===== src/rtl/fan_pkg.sv =====
package fan_pkg;

    localparam int WORD_W = 16;
    localparam int B_FD   = 5;
    localparam int B_HD   = 6;
    localparam int B_PS   = 7;
    localparam int B_AS   = 8;
    localparam int B_RF   = 12;
    localparam int B_ACK  = 14;
    localparam int B_NP   = 15;

    // null message page: message-page bit, toggle bit, null code
    localparam logic [WORD_W-1:0] NULL_PAGE = 16'h2801;

    typedef enum logic [2:0] {
        ST_OFF,
        ST_RESTART,
        ST_ABIL,
        ST_ACK,
        ST_CACK,
        ST_IDLE,
        ST_LINK
    } an_state_e;

    typedef struct packed {
        logic       np;
        logic [1:0] rfault;
        logic       asym;
        logic       sym;
        logic       hd;
        logic       fd;
    } adv_t;

    typedef struct packed {
        logic full;
        logic half;
        logic ptx;
        logic prx;
    } result_t;

    function automatic logic [WORD_W-1:0] pack_adv(input adv_t a);
        logic [WORD_W-1:0] w;
        w           = '0;
        w[B_FD]     = a.fd;
        w[B_HD]     = a.hd;
        w[B_PS]     = a.sym;
        w[B_AS]     = a.asym;
        w[B_RF+:2]  = a.rfault;
        w[B_NP]     = a.np;
        return w;
    endfunction

    function automatic adv_t unpack_adv(input logic [WORD_W-1:0] w);
        adv_t a;
        a.fd     = w[B_FD];
        a.hd     = w[B_HD];
        a.sym    = w[B_PS];
        a.asym   = w[B_AS];
        a.rfault = w[B_RF+:2];
        a.np     = w[B_NP];
        return a;
    endfunction

    function automatic logic [WORD_W-1:0] drop_ack(input logic [WORD_W-1:0] w);
        logic [WORD_W-1:0] m;
        m        = w;
        m[B_ACK] = 1'b0;
        return m;
    endfunction

    function automatic result_t resolve(input adv_t l, input adv_t p);
        result_t r;
        r.full = l.fd & p.fd;
        r.half = ~r.full & l.hd & p.hd;
        r.ptx  = 1'b0;
        r.prx  = 1'b0;
        if (l.sym && p.sym) begin
            r.ptx = 1'b1;
            r.prx = 1'b1;
        end else if (!l.sym && l.asym && p.sym && p.asym) begin
            r.ptx = 1'b1;
        end else if (l.sym && l.asym && !p.sym && p.asym) begin
            r.prx = 1'b1;
        end
        return r;
    endfunction

endpackage


===== src/rtl/fan_link_timer.sv =====
module fan_link_timer #(
    parameter int unsigned LIMIT = 1250000
) (
    input  logic clk,
    input  logic rst,
    input  logic start,
    output logic done
);
    localparam int unsigned CNT_W = $clog2(LIMIT + 1);

    logic [CNT_W-1:0] cnt_q;

    assign done = (cnt_q == CNT_W'(LIMIT));

    always_ff @(posedge clk) begin
        if (rst || start) begin
            cnt_q <= '0;
        end else if (!done) begin
            cnt_q <= cnt_q + 1'b1;
        end
    end
endmodule


===== src/rtl/fan_rx_matcher.sv =====
module fan_rx_matcher
    import fan_pkg::*;
#(
    parameter int MATCH_N = 3
) (
    input  logic              clk,
    input  logic              rst,
    input  logic              clr,
    input  logic              valid,
    input  logic [WORD_W-1:0] word,
    output logic              ability_match,
    output logic              ack_match,
    output logic              diff_word,
    output logic [WORD_W-1:0] matched
);
    localparam int RUN_W = $clog2(MATCH_N + 1);

    logic [WORD_W-1:0] track_q;
    logic [RUN_W-1:0]  same_q;
    logic [RUN_W-1:0]  ackrun_q;
    logic [WORD_W-1:0] masked;
    logic              same;

    assign masked        = drop_ack(word);
    assign same          = (same_q != '0) && (masked == track_q);
    assign ability_match = (same_q == RUN_W'(MATCH_N));
    assign ack_match     = (ackrun_q == RUN_W'(MATCH_N));
    assign diff_word     = valid && ability_match && !same;
    assign matched       = track_q;

    always_ff @(posedge clk) begin
        if (rst || clr) begin
            track_q  <= '0;
            same_q   <= '0;
            ackrun_q <= '0;
        end else if (valid) begin
            if (same) begin
                if (!ability_match) begin
                    same_q <= same_q + 1'b1;
                end
                if (!word[B_ACK]) begin
                    ackrun_q <= '0;
                end else if (!ack_match) begin
                    ackrun_q <= ackrun_q + 1'b1;
                end
            end else begin
                track_q  <= masked;
                same_q   <= RUN_W'(1);
                ackrun_q <= word[B_ACK] ? RUN_W'(1) : '0;
            end
        end
    end
endmodule


===== src/rtl/fan_restart_src.sv =====
module fan_restart_src (
    input  logic clk,
    input  logic rst,
    input  logic an_enable,
    input  logic link_reset,
    input  logic sync_ok,
    output logic ctrl_trig,
    output logic hold
);
    logic en_q;
    logic lrst_q;
    logic sync_q;

    always_ff @(posedge clk) begin
        if (rst) begin
            en_q   <= 1'b0;
            lrst_q <= 1'b0;
            sync_q <= 1'b0;
        end else begin
            en_q   <= an_enable;
            lrst_q <= link_reset;
            sync_q <= sync_ok;
        end
    end

    assign ctrl_trig = (an_enable && !en_q)
                     || (!link_reset && lrst_q)
                     || (an_enable && sync_ok && !sync_q);
    assign hold      = link_reset || !sync_ok;
endmodule


===== src/rtl/fan_seq.sv =====
module fan_seq
    import fan_pkg::*;
(
    input  logic              clk,
    input  logic              rst,
    input  logic              an_enable,
    input  logic              ctrl_trig,
    input  logic              hold,
    input  logic              rx_cfg_valid,
    input  logic              rx_idle,
    input  logic              ability_match,
    input  logic              ack_match,
    input  logic              diff_word,
    input  logic [WORD_W-1:0] matched,
    input  logic              timer_done,
    input  logic              loc_np,
    output an_state_e         state,
    output logic              np_phase,
    output logic              timer_start,
    output logic              matcher_clr,
    output logic [WORD_W-1:0] partner
);
    an_state_e         state_q;
    an_state_e         state_d;
    logic              go_restart;
    logic              np_q;
    logic              idle_seen_q;
    logic [WORD_W-1:0] partner_q;

    always_comb begin
        state_d    = state_q;
        go_restart = 1'b0;
        case (state_q)
            ST_RESTART: if (timer_done) state_d = ST_ABIL;
            ST_ABIL:    if (ability_match && matched != '0) state_d = ST_ACK;
            ST_ACK: begin
                if (diff_word)      go_restart = 1'b1;
                else if (ack_match) state_d = ST_CACK;
            end
            ST_CACK: begin
                if (diff_word) begin
                    go_restart = 1'b1;
                end else if (timer_done) begin
                    state_d = (!np_q && loc_np && partner_q[B_NP]) ? ST_ABIL : ST_IDLE;
                end
            end
            ST_IDLE:    if (timer_done && (idle_seen_q || rx_idle)) state_d = ST_LINK;
            ST_LINK:    if (rx_cfg_valid) go_restart = 1'b1;
            default: ;
        endcase
        if (ctrl_trig || hold) go_restart = 1'b1;
        if (go_restart) state_d = ST_RESTART;
        if (!an_enable) begin
            state_d    = ST_OFF;
            go_restart = 1'b0;
        end
    end

    assign timer_start = go_restart || (state_d != state_q);
    assign matcher_clr = (state_q == ST_OFF) || (state_q == ST_RESTART)
                       || (state_q == ST_CACK && state_d == ST_ABIL);
    assign state       = state_q;
    assign np_phase    = np_q;
    assign partner     = partner_q;

    always_ff @(posedge clk) begin
        if (rst) begin
            state_q     <= ST_OFF;
            np_q        <= 1'b0;
            idle_seen_q <= 1'b0;
            partner_q   <= '0;
        end else begin
            state_q <= state_d;
            if (state_d == ST_RESTART || state_d == ST_OFF) begin
                np_q <= 1'b0;
            end else if (state_q == ST_CACK && state_d == ST_ABIL) begin
                np_q <= 1'b1;
            end
            if (timer_start)  idle_seen_q <= 1'b0;
            else if (rx_idle) idle_seen_q <= 1'b1;
            // only base pages update the partner view; next pages are dropped
            if (state_q == ST_ABIL && state_d == ST_ACK && !np_q) begin
                partner_q <= matched;
            end
        end
    end
endmodule


===== src/rtl/fiber_an_ctrl.sv =====
module fiber_an_ctrl
    import fan_pkg::*;
#(
    parameter int unsigned LINK_TIMER_CYCLES = 1250000,
    parameter int          MATCH_COUNT       = 3
) (
    input  logic        clk,
    input  logic        rst,
    input  logic        an_enable,
    input  logic        link_reset,
    input  logic        sync_ok,
    input  logic        rx_cfg_valid,
    input  logic [15:0] rx_cfg_word,
    input  logic        rx_idle,
    input  logic        loc_full_duplex,
    input  logic        loc_half_duplex,
    input  logic        loc_sym_pause,
    input  logic        loc_asym_pause,
    input  logic        loc_next_page,
    input  logic [1:0]  loc_remote_fault,
    output logic [15:0] tx_cfg_word,
    output logic        tx_send_cfg,
    output logic        an_complete,
    output logic        res_full_duplex,
    output logic        res_half_duplex,
    output logic        res_pause_tx,
    output logic        res_pause_rx,
    output logic        partner_sym_pause,
    output logic        partner_asym_pause
);
    logic              ctrl_trig;
    logic              hold;
    logic              timer_start;
    logic              timer_done;
    logic              matcher_clr;
    logic              ability_match;
    logic              ack_match;
    logic              diff_word;
    logic [WORD_W-1:0] matched;
    logic [WORD_W-1:0] partner;
    logic              np_phase;
    an_state_e         state;
    adv_t              local_adv;
    adv_t              partner_adv;
    result_t           res;
    logic [WORD_W-1:0] page;

    fan_restart_src i_src (
        .clk        (clk),
        .rst        (rst),
        .an_enable  (an_enable),
        .link_reset (link_reset),
        .sync_ok    (sync_ok),
        .ctrl_trig  (ctrl_trig),
        .hold       (hold)
    );

    fan_link_timer #(.LIMIT(LINK_TIMER_CYCLES)) i_timer (
        .clk   (clk),
        .rst   (rst),
        .start (timer_start),
        .done  (timer_done)
    );

    fan_rx_matcher #(.MATCH_N(MATCH_COUNT)) i_match (
        .clk           (clk),
        .rst           (rst),
        .clr           (matcher_clr),
        .valid         (rx_cfg_valid),
        .word          (rx_cfg_word),
        .ability_match (ability_match),
        .ack_match     (ack_match),
        .diff_word     (diff_word),
        .matched       (matched)
    );

    fan_seq i_seq (
        .clk           (clk),
        .rst           (rst),
        .an_enable     (an_enable),
        .ctrl_trig     (ctrl_trig),
        .hold          (hold),
        .rx_cfg_valid  (rx_cfg_valid),
        .rx_idle       (rx_idle),
        .ability_match (ability_match),
        .ack_match     (ack_match),
        .diff_word     (diff_word),
        .matched       (matched),
        .timer_done    (timer_done),
        .loc_np        (loc_next_page),
        .state         (state),
        .np_phase      (np_phase),
        .timer_start   (timer_start),
        .matcher_clr   (matcher_clr),
        .partner       (partner)
    );

    assign local_adv.np     = loc_next_page;
    assign local_adv.rfault = loc_remote_fault;
    assign local_adv.asym   = loc_asym_pause;
    assign local_adv.sym    = loc_sym_pause;
    assign local_adv.hd     = loc_half_duplex;
    assign local_adv.fd     = loc_full_duplex;

    assign partner_adv = unpack_adv(partner);
    assign res         = resolve(local_adv, partner_adv);
    assign page        = np_phase ? NULL_PAGE : pack_adv(local_adv);

    always_comb begin
        tx_cfg_word = '0;
        tx_send_cfg = 1'b0;
        case (state)
            ST_RESTART: tx_send_cfg = 1'b1;
            ST_ABIL: begin
                tx_send_cfg = 1'b1;
                tx_cfg_word = page;
            end
            ST_ACK, ST_CACK: begin
                tx_send_cfg        = 1'b1;
                tx_cfg_word        = page;
                tx_cfg_word[B_ACK] = 1'b1;
            end
            default: ;
        endcase
    end

    assign an_complete        = (state == ST_LINK);
    assign res_full_duplex    = an_complete & res.full;
    assign res_half_duplex    = an_complete & res.half;
    assign res_pause_tx       = an_complete & res.ptx;
    assign res_pause_rx       = an_complete & res.prx;
    assign partner_sym_pause  = an_complete & partner_adv.sym;
    assign partner_asym_pause = an_complete & partner_adv.asym;
endmodule


===== config.mk =====
export PLATFORM = sky130hd
export DESIGN_NAME = fiber_an_ctrl
export DESIGN_NICKNAME = d
export VERILOG_FILES = /design/src/rtl/fan_pkg.sv /design/src/rtl/fan_link_timer.sv /design/src/rtl/fan_rx_matcher.sv /design/src/rtl/fan_restart_src.sv /design/src/rtl/fan_seq.sv /design/src/rtl/fiber_an_ctrl.sv
export SDC_FILE = /design/constraint.sdc
export NUM_CORES = 1
export LEC_CHECK = 0
export ABC_AREA = 1
export BUFFER_PORTS_ARGS = -buffer_cell sky130_fd_sc_hd__buf_4
export CAP_MARGIN = 5
export CORE_MARGIN = 1
export CORE_UTILIZATION = 45
export DETAILED_ROUTE_END_ITERATION = 8
export HOLD_SLACK_MARGIN = 0.08
export PLACE_DENSITY = 0.68
export REMOVE_ABC_BUFFERS = 1
export SYNTH_ARGS = -nofsm -noshare
export SYNTH_HDL_FRONTEND = slang
export SYNTH_SLANG_ARGS = --single-unit

===== constraint.sdc =====
create_clock -name clk -period 2 [get_ports clk]
set_clock_uncertainty 0.05 [all_clocks]
set_input_delay 0.2 -clock clk [delete_from_list [all_inputs] [get_ports clk]]
set_output_delay 0.2 -clock clk [all_outputs]
set_load 0.05 [all_outputs]

==> results of run 1 <==
what timing repair did:
| item | CTS | global route |
|---|---|---|
| gates resized for setup | 58 | 40 |
| pin swaps | 24 | 25 |
| gates cloned | 1 | 0 |
| hold buffers | 2 | 0 |
| setup buffers | 8 | 8 |
| hold endpoints to repair | 6 | 0 |
| endpoints found under the setup margin | 57 | 57 |
per-stage QoR:
step / setup slack, ns / hold slack [ns] / util, %
detailed placement: -0.271 / 0.395 / 59.9
global placement: -0.197 / 0.382 / 59.9
finish: -0.260 / 0.0755 / 68.1
CTS: -0.193 / 0.0823 / 65.4
floorplan: -0.653 / 0.221 / -
global route: -0.371 / 0.0831 / 68.1
sequential cells by signal, indices dropped and copies added (netlist names):
register / count
i_match.matched: 15
i_seq.state: 3
i_src.lrst_q: 1
i_seq.np_phase: 1
i_match.same_q: 2
i_seq.idle_seen_q: 1
i_src.en_q: 1
i_seq.partner: 5
i_match.ackrun_q: 2
i_src.sync_q: 1
i_timer.cnt_q: 21
worst min path at each step:
| stage | from | end | slack [ns] | cells past startpoint |
|---|---|---|---|---|
| floorplan | rst | i_src.lrst_q | 0.22 | 1 |
| global placement | link_reset | i_src.lrst_q | 0.38 | 3 |
| detailed placement | rst | i_src.lrst_q | 0.40 | 2 |
| CTS | sync_ok | i_src.sync_q | 0.08 | 3 |
| global route | sync_ok | i_src.sync_q | 0.08 | 3 |
| finish | sync_ok | i_src.sync_q | 0.08 | 3 |
metal layers:
metal,vias to the layer above,part of all wire (%)
met3,22,5.2
met2,101,51
li1,1753,-
met1,1580,42
met5,-,0
met4,0,1.8
logic make-up after synthesis:
| kind of cell | count (synthesis) |
|---|---|
| AOI/OAI and AO/OA | 32 |
| and+or+nand+nor | 290 |
| DFF | 53 |
| buffers and inverters | 92 |
| muxes | 1 |
| adders and majority gates | 5 |
| xor gates and xnor gates | 19 |
| other | 1 |
Yosys cell counts:
master	instances	area, µm²
a2bb2oi_1	1	8.76
nand2_1	112	420
clkbuf_1	3	11.3
nor2_1	69	259
inv_2	14	52.6
conb_1	1	3.75
nor2_2	12	75.1
o21ai_2	1	8.76
or2_2	1	6.26
nand2_2	9	56.3
o21ai_1	1	5.00
clkinv_2	1	5.00
buf_2	1	5.00
nor3_4	1	16.3
ha_1	5	62.6
a21oi_1	7	35.0
and2_1	1	6.26
xor2_1	9	78.8
nor4_1	3	18.8
buf_6	1	11.3
o21ai_0	18	90.1
o21a_1	1	7.51
nand3_4	3	52.6
nor2_4	34	383
nor3_1	5	25.0
dfxtp_1	53	1060
xnor2_1	10	87.6
nand3_2	4	40.0
inv_1	63	236
nand4_1	7	43.8
a211oi_1	2	15.0
mux2i_1	1	10.0
nand2_4	3	33.8
buf_4	7	52.6
a32oi_1	1	8.76
buf_12	2	40.0
nor4_4	1	21.3
nand3_1	25	125
power groups by stage:
stage | Clock [µW] | Combinational (µW) | Sequential (µW)
6_report | 739 | 324 | 1070
5_1_grt | 799 | 352 | 1070
4_1_cts | 763 | 311 | 1070
3_5_place_dp | 0 | 286 | 1090
3_3_place_gp | 0 | 281 | 1090
2_1_floorplan | 0 | 162 | 1090
layout make-up:
type	count	area (µm²)	area share (%)
Inverter	78	299	5.96
Timing Repair Buffer	132	1130	22.5
Sequential cell	53	1070	21.4
Clock inverter	2	38.8	0.773
Clock buffer	6	72.6	1.45
Tap cell	99	124	2.47
Multi-Input combinational cell	353	2280	45.4
tightest hold or removal path, delay by kind of cell:
kind,cells,cell delay (ns)
and+or+nand+nor,1,0.07
buffers and inverters,2,0.13
==> reports/qor.csv, run 1 <==
metric;value;unit
total grt overflow;0;
CTS tree;done;
Yosys warnings;0;
Final TNS setup;-9.55;ns
DP Wirelength;6400;µm
routability cong.;0.868;
FF-to-FF Start;i_match.same_q[0];
Core ar.;7370;µm²
die width;89.9;µm
Layout area overhead;44.2;%
met1 Track Usage GR;27.7;%
Starting Density;47.2;%
initial antenna violation count;0;
post-route ant nets;0;
PortBufs;47;
I/O pins;54;
CTS max path bufs;2;
DRT Pass-1 Iters;5;
Worst EP arrival;2.46;ns
largest net degree at the start of global routing;18;
post-synthesis compound-gate area fraction;5.14;%
maxcap violations;0;
Post-route DRC;0;
first-pass GRT wire length;14800;µm
VDD IR max;233;µV
Placed Cells incl. Taps;698;
Final Setup Violations;54;
# rows;31;
commonest non-fill, non-tap cell in the layout;buf_4;
crit path launch;i_match.same_q[0];
CP peak stage delay;0.35;ns
CP max-delay cell;dfxtp_2;
R2R depth;18;
Clock Latency Late Sink;0.31;ns
Crit path required time;2.20;ns
Synth Area per Inst;7.06;µm²
leakage;0.00220;µW
crit start category;flop;
unrepaired setup endpoints after global routing;yes;
total chip power;2130;µW
final worst setup slack;-0.260;ns
Iter 0 DRT Violations;154;
cell count after synthesis;493;
critical path class;flop to flop;
Filler Cells Inserted;605;
CTS root buf;clkbuf_8;
Sequential Power Share;50.1;%
drt wl/cell;12.7;µm
failing checks;setup timing;
Layout Nets;658;
Peak Freq;443;MHz
outcome;complete, but fails checks;
met2 Usage GRT;39.6;%
Mapped Area;3480;µm²
number of clock sinks;53;
internal power;1570;µW
Finished Cell Area;5020;µm²
Unique masters post-synth;38;
cell count along the critical path;18;
sequential area share after synthesis;30.5;%
Worst setup endpoint;i_timer.cnt_q[15];
Inserted Clock Buffers;5;
CP bufs+invs;3;
Combinational Power Share;15.2;%
Worst-path clk slew;0.10;ns
Adder-Cell Fraction of Synth Area;1.80;%
most frequent cells in the layout;112 x buf_4, 103 x nand2_1, 57 x inv_1;
Hold Vio Cnt, Final;0;
Cell Chain, Critical Path;inv_2 > ha_4 > inv_2 > nand2_1 > nor2_1 > nand2_1 > nor2_4 > nand2_4 > nand2_4 > nand3_1 > nand2_2 > nand2_2 > nand2_2 > nand3_2 > nor2_4 > nand2_4 > buf_12 > nor2_1;
met3 Usage GRT;3.64;%
busiest layer in global routing;met2;
Seq cells post-synth;53;
die height;89.9;µm
reg-to-reg endpoint;i_timer.cnt_q[15];
simple-gate share of the synthesized area;45.5;%
die area;8090;µm²
share of cells above drive strength 1;43.3;%
pwr dens;424;nW/µm²
routed vias/inst;4.78;
placed instance area;4420;µm²
main combinational cell family by area after synthesis;simple AND/OR/NAND/NOR gates;
switch share;26.4;%
vias in the first global route;3299;
Crit. End Element;flop;
fin cells;723;
Ant. Diodes;0;
H-tree depth;2;
mux cell area share after synthesis;0.288;%
final WL;9190;µm
flop2flop setup slack;-0.26;ns
All-Layer GR Usage;22.3;%
vias;3456;
Min-Delay Path Class;primary input to flop;
clock share of power;34.7;%
Psw;562;µW
critical-path maximum fanout;8;
period utilisation layout;113;%
minimum clock period;2.26;ns
post-synthesis xor/xnor area fraction;4.78;%
Final Max Slew Viols;0;
gate family responsible for the most delay along the worst path;simple AND/OR/NAND/NOR gates;
Power figures use the tool's default switching activity.
==> run 2, diff against run 1 <==
--- a/config.mk
+++ b/config.mk
@@ -12,7 +12,7 @@
 export CORE_UTILIZATION = 45
 export DETAILED_ROUTE_END_ITERATION = 8
 export HOLD_SLACK_MARGIN = 0.08
-export PLACE_DENSITY = 0.68
+export PLACE_DENSITY = 0.65
 export REMOVE_ABC_BUFFERS = 1
 export SYNTH_ARGS = -nofsm -noshare
 export SYNTH_HDL_FRONTEND = slang
==> reports/qor.csv, run 2 (same netlist as run 1, synthesis figures left out) <==
metric;value;unit;change
outcome;complete, but fails checks;;unchanged
failing checks;setup timing;;unchanged
All-Layer GR Usage;21.4;%;was 22.3%
Final TNS setup;-9.73;ns;was -9.55 ns
reg-to-reg endpoint;i_match.matched[10];;was i_timer.cnt_q[15]
critical path class;flop to flop;;unchanged
Crit. End Element;flop;;unchanged
dpl ws;-0.217;ns;was -0.271 ns
CTS max path bufs;2;;unchanged
Top reg by flops;i_timer.cnt_q;;unchanged
crit start category;flop;;unchanged
CP peak stage delay;0.36;ns;was 0.35 ns
Final Max Slew Viols;0;;unchanged
cell mode on critical path;nor2_4;;
PortBufs;47;;unchanged
Ant. Diodes;0;;unchanged
vias;3382;;was 3456
Layout area overhead;45.2;%;was 44.2%
Hold Vio Cnt, Final;0;;unchanged
Iter 0 DRT Violations;107;;was 154
flop2flop setup slack;-0.25;ns;was -0.26 ns
DRT Pass-1 Iters;4;;was 5
H-tree depth;2;;unchanged
Layout Nets;652;;was 658
maxcap violations;0;;unchanged
beginning of the worst hold path;sync_ok;;unchanged
first-pass GRT wire length;14500;µm;was 14800 µm
period utilisation layout;112;%;was 113%
Psw;574;µW;was 562 µW
final worst setup slack;-0.249;ns;was -0.260 ns
minimum clock period;2.25;ns;was 2.26 ns
Util after Layout;68.6;%;was 68.1%
routability cong.;0.843;;was 0.868
die height;89.9;µm;unchanged
Placed Cells incl. Taps;697;;was 698
Post-route DRC;0;;unchanged
Core ar.;7370;µm²;unchanged
final WL;8650;µm;was 9190 µm
unrepaired setup endpoints after global routing;yes;;unchanged
die area;8090;µm²;unchanged
Combinational Power Share;15.4;%;was 15.2%
# rows;31;;unchanged
hold depth;3;;unchanged
clock share of power;34.7;%;about the same
Sequential Power Share;49.8;%;was 50.1%
CP max-delay cell;dfxtp_2;;unchanged
initial antenna violation count;0;;unchanged
fin cells;716;;was 723
Worst-path clk slew;0.11;ns;was 0.10 ns
largest net degree at the start of global routing;25;;was 18
gate family responsible for the most delay along the worst path;simple AND/OR/NAND/NOR gates;;unchanged
vias in the first global route;3312;;was 3299
Cell Chain, Critical Path;inv_2 > ha_4 > inv_2 > nand2_2 > nor2_2 > nand2_2 > nor2_4 > nand2_4 > nand3_4 > nand2_4 > nor2_4 > nand2_4 > nor2_4 > nand2_2 > nand3_4 > clkbuf_16 > nor2_4;;was inv_2 > ha_4 > inv_2 > nand2_1 > nor2_1 > nand2_1 > nor2_4 > nand2_4 > nand2_4 > nand3_1 > nand2_2 > nand2_2 > nand2_2 > nand3_2 > nor2_4 > nand2_4 > buf_12 > nor2_1
internal power;1570;µW;about the same
VDD IR max;284;µV;was 233 µV
pwr dens;424;nW/µm²;about the same
I/O pins;54;;unchanged
critical-path maximum fanout;8;;unchanged
Final Setup Violations;47;;was 54
CTS tree;done;;unchanged
Filler Cells Inserted;617;;was 605
most frequent cells in the layout;101 x nand2_1, 101 x buf_4, 58 x inv_1;;was 112 x buf_4, 103 x nand2_1, 57 x inv_1
hold_ws;0.0874;ns;was 0.0755 ns
Crit path required time;2.15;ns;was 2.20 ns
CTS root buf;clkbuf_8;;unchanged
Clock Latency Late Sink;0.31;ns;about the same
switch share;26.8;%;was 26.4%
max FFs per register;21;;unchanged
Starting Density;47.2;%;unchanged
Worst EP arrival;2.40;ns;was 2.46 ns
FF-to-FF Start;i_match.same_q[0];;unchanged
Inserted Clock Buffers;5;;unchanged
die width;89.9;µm;unchanged
number of clock sinks;53;;unchanged
post-route ant nets;0;;unchanged
drt wl/cell;12.1;µm;was 12.7 µm
R2R depth;17;;was 18
share of cells above drive strength 1;45.7;%;was 43.3%
CP bufs+invs;3;;unchanged
Peak Freq;445;MHz;was 443 MHz
DP Wirelength;6210;µm;was 6400 µm
hold worst-path end;i_src.sync_q;;unchanged
leakage;0.00221;µW;was 0.00220 µW
total grt overflow;0;;unchanged
Min-Delay Path Class;primary input to flop;;unchanged
routed vias/inst;4.72;;was 4.78
## run 2: changes by cell type in the layout (fill, tap and decap cells not counted), moves of 4 or more
| cell | delta |
|---|---|
| nor2_2 | +13 |
| buf_4 | -11 |
| nor2_1 | -11 |
| buf_6 | +6 |
| nand3_1 | -4 |
| nand3_2 | +4 |
## run 2: per-stage QoR
| stage | instance area (µm²) | power (µW) |
|---|---|---|
| finish | 5050 | 2140 |
| global route | 5050 | 2220 |
| CTS | 4760 | 2140 |
| detailed placement | 4420 | 1380 |
| global placement | 4420 | 1370 |
| floorplan | 3380 | 1250 |
## run 2: repair_timing
item	in CTS	in global routing
hold endpoints to repair	4	0
setup buffers	2	7
pin swaps	22	26
endpoints found under the setup margin	52	59
gates resized for setup	50	62
hold buffers	2	0
cloned	1	1
## run 2: power by group through the flow
stage	Sequential [µW]	Clock [µW]	Combinational [µW]
after global placement	1090	0	283
after detailed placement	1090	0	287
final	1070	744	331
after CTS	1070	760	314
after global routing	1070	794	360
after floorplan	1090	0	162
## run 2: how the worst max path moves through the flow
stage,startpoint,endpoint,slack [ns],depth (start not counted)
after floorplan,i_seq.state[2],tx_cfg_word[0],-0.65,8
after global placement,i_match.same_q[0],i_timer.cnt_q[5],-0.17,18
after detailed placement,i_match.same_q[0],i_timer.cnt_q[16],-0.22,19
after CTS,i_match.same_q[0],i_timer.cnt_q[11],-0.21,18
after global routing,i_match.same_q[0],i_timer.cnt_q[8],-0.35,18
final,i_match.same_q[0],i_match.matched[10],-0.25,17
## run 2: tightest hold or removal path, cell delays in order
cell    delay [ns]
buf_4         0.07
inv_1         0.05
nor2_1        0.08
## run 2: cell type report
cell class	count	area, µm²	share of cell area (%)
multi-input cells	353	2340	46.2
repair buffers	126	1110	22.1
clock inverters	2	38.8	0.768
well taps	99	124	2.45
inverters	78	297	5.87
flip-flops and latches	53	1070	21.2
clock buffers	5	68.8	1.36
## run 2: per-layer routing
| layer | up-vias | track usage [%] | wire (µm) |
|---|---|---|---|
| li1 | 1747 | - | - |
| met4 | 0 | 3.76 | 32 |
| met1 | 1562 | 26.4 | 3840 |
| met5 | - | 0 | 0 |
| met2 | 69 | 39.8 | 4520 |
| met3 | 4 | 3.13 | 261 |
==> run 3, diff against run 2 <==
--- a/config.mk
+++ b/config.mk
@@ -13,6 +13,7 @@
 export DETAILED_ROUTE_END_ITERATION = 8
 export HOLD_SLACK_MARGIN = 0.08
 export PLACE_DENSITY = 0.65
+export RECOVER_POWER = 50
 export REMOVE_ABC_BUFFERS = 1
 export SYNTH_ARGS = -nofsm -noshare
 export SYNTH_HDL_FRONTEND = slang
==> reports/qor.csv, run 3 (same netlist as run 1, synthesis figures left out) <==
metric;value;unit;change
hold_ws;0.0857;ns;was 0.0874 ns
VDD IR max;284;µV;about the same
outcome;complete, but fails checks;;unchanged
Top reg by flops;i_timer.cnt_q;;unchanged
die area;8090;µm²;unchanged
post-route ant nets;0;;unchanged
crit start category;flop;;unchanged
largest net degree at the start of global routing;25;;unchanged
CTS max path bufs;2;;unchanged
placed instance area;4420;µm²;unchanged
Starting Density;47.2;%;unchanged
Final Max Slew Viols;0;;unchanged
Layout Nets;652;;unchanged
vias in the first global route;3312;;unchanged
routability cong.;0.843;;unchanged
H-tree depth;2;;unchanged
minimum clock period;2.25;ns;about the same
failing checks;setup timing;;unchanged
share of cells above drive strength 1;45.7;%;unchanged
pwr dens;425;nW/µm²;was 424 nW/µm²
final worst setup slack;-0.247;ns;was -0.249 ns
CTS tree;done;;unchanged
Crit. End Element;flop;;unchanged
Worst-path clk slew;0.11;ns;about the same
total grt overflow;0;;unchanged
initial antenna violation count;0;;unchanged
Post-route DRC;0;;unchanged
Finished Cell Area;5040;µm²;was 5050 µm²
routed vias/inst;4.69;;was 4.72
most frequent cells in the layout;101 x nand2_1, 94 x buf_4, 58 x inv_1;;was 101 x nand2_1, 101 x buf_4, 58 x inv_1
final WL;8620;µm;was 8650 µm
period utilisation layout;112;%;about the same
drt wl/cell;12.0;µm;was 12.1 µm
Hold Vio Cnt, Final;0;;unchanged
die width;89.9;µm;unchanged
first-pass GRT wire length;14500;µm;unchanged
maxcap violations;0;;unchanged
leakage;0.00220;µW;was 0.00221 µW
Final Setup Violations;47;;unchanged
Clock Latency Late Sink;0.31;ns;about the same
# rows;31;;unchanged
Crit path required time;2.16;ns;was 2.15 ns
commonest non-fill, non-tap cell in the layout;nand2_1;;
Core ar.;7370;µm²;unchanged
number of clock sinks;53;;unchanged
dpl ws;-0.217;ns;unchanged
PortBufs;47;;unchanged
DRT Pass-1 Iters;5;;was 4
Ant. Diodes;0;;unchanged
Layout area overhead;44.7;%;was 45.2%
All-Layer GR Usage;21.4;%;unchanged
max FFs per register;21;;unchanged
die height;89.9;µm;unchanged
Inserted Clock Buffers;5;;unchanged
DP Wirelength;6210;µm;unchanged
critical path class;flop to flop;;unchanged
CTS root buf;clkbuf_8;;unchanged
Worst EP arrival;2.40;ns;about the same
critical-path maximum fanout;8;;unchanged
I/O pins;54;;unchanged
unrepaired setup endpoints after global routing;yes;;unchanged
Peak Freq;445;MHz;about the same
vias;3361;;was 3382
Iter 0 DRT Violations;110;;was 107
Min-Delay Path Class;primary input to flop;;unchanged
[run 3: stage by stage]
stage | instances | total power [µW] | setup TNS, ns | util [%]
6_report | 716 | 2140 | -9.69 | 68.3
5_1_grt | 716 | 2220 | -14.67 | 68.3
4_1_cts | 709 | 2140 | -7.06 | 64.6
3_5_place_dp | 697 | 1380 | -7.84 | 60.0
3_3_place_gp | 697 | 1370 | -6.07 | 60.0
2_1_floorplan | 484 | 1250 | -10.19 | -
[run 3: worst max-delay path, cell delays in order (launching register included)]
cell	delay, ns
dfxtp_2	0.36
inv_2	0.05
ha_4	0.15
inv_2	0.04
nand2_2	0.05
nor2_2	0.10
nand2_2	0.07
nor2_4	0.14
nand2_4	0.10
nand3_4	0.09
nand2_4	0.06
nor2_4	0.18
nand2_4	0.11
nor2_4	0.09
nand2_2	0.09
nand3_4	0.18
clkbuf_16	0.20
nor2_4	0.03
[run 3: power by group]
group / switching (µW) / total, µW / internal [µW] / leakage, µW
Sequential: 5.30 / 1070 / 1060 / 0.000432
Combinational: 195 / 330 / 135 / 0.00171
Clock: 374 / 745 / 372 / 0.0000546
[run 3: per-layer routing]
metal | vias to the layer above | share of wire (%) | track usage (%)
met4 | 0 | 0.59 | 3.76
li1 | 1748 | - | -
met2 | 71 | 52 | 39.8
met1 | 1536 | 44 | 26.4
met5 | - | 0 | 0
met3 | 6 | 3.5 | 3.13
[run 3: layout make-up]
cell class | instances | area, µm²
Clock inverter | 2 | 38.8
Timing Repair Buffer | 126 | 1100
Sequential cell | 53 | 1070
Multi-Input combinational cell | 353 | 2340
Inverter | 78 | 297
Clock buffer | 5 | 68.8
Tap cell | 99 | 124
Fill cell | 623 | 2330
[run 3: final timing paths]
kind	from	end	slack [ns]	depth (start not counted)
worst min register to register	i_seq.partner[6]	i_seq.partner[6]	0.45	2
worst max-delay path	i_match.same_q[0]	i_match.matched[10]	-0.25	17
worst max register to register	i_match.same_q[0]	i_match.matched[10]	-0.25	17
worst min-delay path	sync_ok	i_src.sync_q	0.09	3
[run 3: what timing repair did]
item / in CTS / in global routing
gates resized for setup: 50 / 62
pin swaps: 22 / 26
hold buffers: 2 / 0
endpoints found under the setup margin: 52 / 59
gates cloned: 1 / 1
endpoints found under the hold margin: 4 / 0
buffers inserted: 2 / 7
